<file path="src/rtl/synth_cfg_pkg.sv">
package synth_cfg_pkg;
  localparam int M_W     = 9;
  localparam int N_W     = 2;
  localparam int T_W     = 3;
  localparam int FRAME_W = T_W + N_W + M_W;

  typedef struct packed {
    logic [T_W-1:0] t;
    logic [N_W-1:0] n;
    logic [M_W-1:0] m;
  } div_cfg_t;
endpackage

</file>
<file path="src/rtl/synth_cfg_edge.sv">
module synth_cfg_edge #(
  parameter bit RISING = 1'b1
) (
  input  logic clk_i,
  input  logic rst_ni,
  input  logic sig_i,
  output logic edge_o
);
  logic prev_q;

  always_ff @(posedge clk_i or negedge rst_ni) begin
    if (!rst_ni) prev_q <= 1'b0;
    else         prev_q <= sig_i;
  end

  generate
    if (RISING) begin : g_rise
      assign edge_o = sig_i & ~prev_q;
    end else begin : g_fall
      assign edge_o = ~sig_i & prev_q;
    end
  endgenerate
endmodule

</file>
<file path="src/rtl/synth_cfg_shift.sv">
module synth_cfg_shift
  import synth_cfg_pkg::*;
(
  input  logic               clk_i,
  input  logic               rst_ni,
  input  logic               en_i,
  input  logic               d_i,
  output logic [FRAME_W-1:0] q_o
);
  logic [FRAME_W-1:0] sh_q;

  always_ff @(posedge clk_i or negedge rst_ni) begin
    if (!rst_ni)   sh_q <= '0;
    else if (en_i) sh_q <= {sh_q[FRAME_W-2:0], d_i};
  end

  assign q_o = sh_q;
endmodule

</file>
<file path="src/rtl/synth_cfg_active.sv">
module synth_cfg_active
  import synth_cfg_pkg::*;
(
  input  logic           clk_i,
  input  logic           rst_ni,
  input  logic           p_load_i,
  input  logic           p_rise_i,
  input  logic           commit_i,
  input  logic [M_W-1:0] m_i,
  input  logic [N_W-1:0] n_i,
  input  div_cfg_t       frame_i,
  output div_cfg_t       cfg_o
);
  div_cfg_t cfg_q;

  // priority: transparent low, then parallel capture, then serial commit
  always_ff @(posedge clk_i or negedge rst_ni) begin
    if (!rst_ni) begin
      cfg_q <= '0;
    end else if (!p_load_i) begin
      cfg_q.m <= m_i;
      cfg_q.n <= n_i;
      cfg_q.t <= '0;
    end else if (p_rise_i) begin
      cfg_q.m <= m_i;
      cfg_q.n <= n_i;
    end else if (commit_i) begin
      cfg_q <= frame_i;
    end
  end

  assign cfg_o = cfg_q;
endmodule

</file>
<file path="src/rtl/synth_div_cfg.sv">
module synth_div_cfg
  import synth_cfg_pkg::*;
(
  input  logic           clk_i,
  input  logic           rst_ni,
  input  logic           p_load_i,
  input  logic [M_W-1:0] m_i,
  input  logic [N_W-1:0] n_i,
  input  logic           s_clk_i,
  input  logic           s_data_i,
  input  logic           s_load_i,
  output logic [M_W-1:0] m_o,
  output logic [N_W-1:0] n_o,
  output logic [T_W-1:0] t_o,
  output logic           sdo_o
);
  logic               p_rise, sclk_rise, sload_fall;
  logic [FRAME_W-1:0] frame;
  div_cfg_t           cfg;

  synth_cfg_edge #(.RISING(1'b1)) i_p_edge (
    .clk_i(clk_i), .rst_ni(rst_ni), .sig_i(p_load_i), .edge_o(p_rise));
  synth_cfg_edge #(.RISING(1'b1)) i_sclk_edge (
    .clk_i(clk_i), .rst_ni(rst_ni), .sig_i(s_clk_i), .edge_o(sclk_rise));
  synth_cfg_edge #(.RISING(1'b0)) i_sload_edge (
    .clk_i(clk_i), .rst_ni(rst_ni), .sig_i(s_load_i), .edge_o(sload_fall));

  synth_cfg_shift i_shift (
    .clk_i (clk_i),
    .rst_ni(rst_ni),
    .en_i  (sclk_rise & p_load_i),
    .d_i   (s_data_i),
    .q_o   (frame)
  );

  synth_cfg_active i_active (
    .clk_i   (clk_i),
    .rst_ni  (rst_ni),
    .p_load_i(p_load_i),
    .p_rise_i(p_rise),
    .commit_i(sload_fall),
    .m_i     (m_i),
    .n_i     (n_i),
    .frame_i (div_cfg_t'(frame)),
    .cfg_o   (cfg)
  );

  assign m_o   = cfg.m;
  assign n_o   = cfg.n;
  assign t_o   = cfg.t;
  assign sdo_o = frame[FRAME_W-1];
endmodule

</file>
<file path="config.mk">
export PLATFORM = sky130hd
export DESIGN_NAME = synth_div_cfg
export DESIGN_NICKNAME = d
export VERILOG_FILES = /design/src/rtl/synth_cfg_pkg.sv /design/src/rtl/synth_cfg_edge.sv /design/src/rtl/synth_cfg_shift.sv /design/src/rtl/synth_cfg_active.sv /design/src/rtl/synth_div_cfg.sv
export SDC_FILE = /design/constraint.sdc
export NUM_CORES = 1
export LEC_CHECK = 0
export BUFFER_PORTS_ARGS = -buffer_cell sky130_fd_sc_hd__clkbuf_2
export CAP_MARGIN = 25
export CORE_ASPECT_RATIO = 1.75
export CORE_MARGIN = 5
export CORE_UTILIZATION = 46
export DETAILED_ROUTE_END_ITERATION = 8
export PLACE_DENSITY = 0.83
export SLEW_MARGIN = 10
export SYNTH_ARGS = -nofsm -noshare
export SYNTH_HDL_FRONTEND = slang
export SYNTH_SLANG_ARGS = --single-unit
</file>
<file path="constraint.sdc">
create_clock -name clk_i -period 1.05 [get_ports clk_i]
set_input_delay 0.1575 -clock clk_i [delete_from_list [all_inputs] [get_ports clk_i]]
set_output_delay 0.1575 -clock clk_i [all_outputs]
set_load 0.01 [all_outputs]
</file>
==> metrics.yaml <==
status: "finished with violations"
violations: "setup timing"
ant_nets: 0
dp.final_hpwl_um: 1940
cp-start-kind: "flip-flop"
finalPower_uw: 2920
reg2regPathDepth: 2
final_cell_count_no_fill: 160
nFillCells: 220
grt_pass1_wl_um: 4300
yosysWarnings: 0
detailroute.via_count: 844
yosysSeqAreaShare_pct: 59.8
synthesis.instances: 92
finalSetupViolCount: 7
overflow: 0
seq_area_sq_um: 776
drt_first_pass_iters: 4
worstSetupPathType: "reg -> reg"
skew_ns: 0.00292
clock-sinks: 31
ys_ff_latch: 31
die_h_um: 80.3
timing.rr.start: "i_sclk_edge.prev_q"
setup_tns_ns: -0.165
post-route-period-util_pct: 103
min_period_ns: 1.08
antenna_found_initial: 0
grt_max_degree: 23
place_ws_ns: -0.0943
crit_slowest_cell: "dfrtp_1"
cts_tree: "yes"
rsz0062_at_grt: "yes"
cts_post_setup_buffers_inserted: 0
drive_gt1_share_pct: 44.4
p_leak_uw: 0.000917
antennaDiodeCount: 0
ctsHtreeMaxLevel: 2
hold_class: "in -> reg"
grt_use_total_pct: 14.4
portBuffers: 31
fin_ws_ns: -0.0304
die_w_um: 50.1
slowest_delay_ns: 0.38
cp.arrival_ns: 1.24
io_pins: 32
finalMaxSlewViolations: 0
startpoint: "i_sclk_edge.prev_q"
rr_endpoint: "i_shift.q_o[12]"
synthesis.nets: 109
worstSetupEndpoint: "i_shift.q_o[12]"
drc: 0
synth_area_per_cell_sq_um: 14.1
slew_headroom_pct: 77.2
dpl.cell_count: 151
crit_fanout: 7
gp_congestion: 0.705
clk_pin_slew_worst_paths_ns: 0.06
multi_input_area_sq_um: 518
area_delta_synth_final_pct: 28.4
fin_nets: 151
grt_pass1_vias: 897
start_util_pct: 47.7
cts_buffers: 5
drtIter0Drc: 17
cp_data_required_time_ns: 1.21
whs_ns: 0.0223
insertion_delay_ns: 0.28
fmax_mhz: 926
dieArea_sq_mm: 0.00402
irDropWorstVdd_uv: 1120
num_rows: 25
core-area_sq_mm: 0.00272
synth.cell_area_sq_mm: 0.00130
pwr_density_cell_mw_per_mm2: 1750
wl_per_cell_um: 16.8
tightest_slew_ns: 0.342
crit_chain: "nand3b_4 > mux2_4"
r2r_slack_ns: -0.03
clock_path_buffers: 2
routed_wirelength_um: 2690
cts-root-buf: "clkbuf_8"
routed_via_density: 5.28
synth_cell_types: 14
endpoint_kind: "flip-flop"
hold_viol: 0
cap_violations: 0
cells in the mapped netlist:
| library cell | count | area [sq um] |
|---|---|---|
| buf_2 | 1 | 5.00 |
| buf_6 | 1 | 11.3 |
| a21oi_1 | 11 | 55.1 |
| nand3b_4 | 1 | 20.0 |
| buf_4 | 2 | 15.0 |
| nor2_1 | 11 | 41.3 |
| nand3b_1 | 1 | 7.51 |
| dfrtp_1 | 31 | 776 |
| nor2b_1 | 3 | 18.8 |
| and2_1 | 1 | 6.26 |
| nand2b_1 | 1 | 6.26 |
| mux2_2 | 4 | 45.0 |
| mux2i_1 | 14 | 140 |
| mux2_4 | 10 | 150 |
cell families (layout without fill, tap and decap cells):
family | Yosys count | count (layout) | synth area share, %
flip-flops | 31 | 31 | 59.8
multiplexers | 28 | 28 | 25.8
AND/OR/NAND/NOR | 18 | 19 | 7.72
AO/OA/AOI/OAI | 11 | 11 | 4.24
buffers and inverters | 4 | 44 | 2.41
cells in the final DEF (no fill, tap or decap), types with 3 or more instances in the layout:
| cell type | n |
|---|---|
| nor2b_1 | 3 |
| mux2_4 | 10 |
| a21oi_1 | 11 |
| buf_12 | 3 |
| mux2_2 | 4 |
| clkbuf_8 | 5 |
| clkbuf_2 | 31 |
| nor2_1 | 11 |
| mux2i_1 | 14 |
| dfrtp_1 | 31 |
stage by stage:
step,util (%),cell area [sq um]
after floorplan,-,1300
after global placement,56.2,1530
after detailed placement,56.2,1530
after CTS,60.0,1630
after global routing,61.2,1670
final,61.2,1670
where the power goes:
part           leakage (uW)  total (uW)  switching [uW]  internal, uW
Clock             0.0000371         830             390           440
Combinational      0.000494         527             199           328
Sequential         0.000386        1560             164          1400
Total              0.000917        2920             753          2170
final cells by class:
type,instances,share of cell area (%)
multi-input cells,58,31.1
repair buffers,38,15.9
well taps,27,2.03
flip-flops and latches,31,46.6
clock buffers,6,4.36
worst max-delay path: cells and delay by family, from the launching register on:
family | cells | cell delay [ns]
muxes | 1 | 0.34
DFF | 1 | 0.38
and+or+nand+nor | 1 | 0.24
timing repair:
action                     CTS  global route
pin swaps                    0             7
hold endpoints to repair    10             0
resized for setup            1             1
cloned                       1             1
setup endpoints to repair   18            22
hold buffers                 1             0
how the worst min path moves through the flow:
stage / start / end / slack, ns / cells after the start
after global placement: rst_ni / i_active.cfg_o[8] / 0.07 / 1
after floorplan: rst_ni / i_active.cfg_o[0] / -0.14 / 0
after detailed placement: rst_ni / i_active.cfg_o[8] / 0.07 / 1
after CTS: s_load_i / i_sload_edge.prev_q / 0.007 / 1
final: s_load_i / i_sload_edge.prev_q / 0.02 / 1
after global routing: s_load_i / i_sload_edge.prev_q / 0.02 / 1
metal layers:
| layer | up-vias | GRT usage, % | part of all wire, % |
|---|---|---|---|
| met3 | 5 | 5.01 | 5.2 |
| met1 | 418 | 15.4 | 37 |
| met2 | 21 | 24.7 | 56 |
| li1 | 400 | - | - |
| met4 | 0 | 6.30 | 1.7 |
| met5 | - | 0 | 0 |
sequential cells by signal, indices dropped and copies added (netlist names):
register and flops:
i_sload_edge.prev_q 1, i_shift.q_o 14, i_sclk_edge.prev_q 1, i_p_edge.prev_q 1, i_active.cfg_o 14
Note: power is estimated with default switching activity, not from simulation.
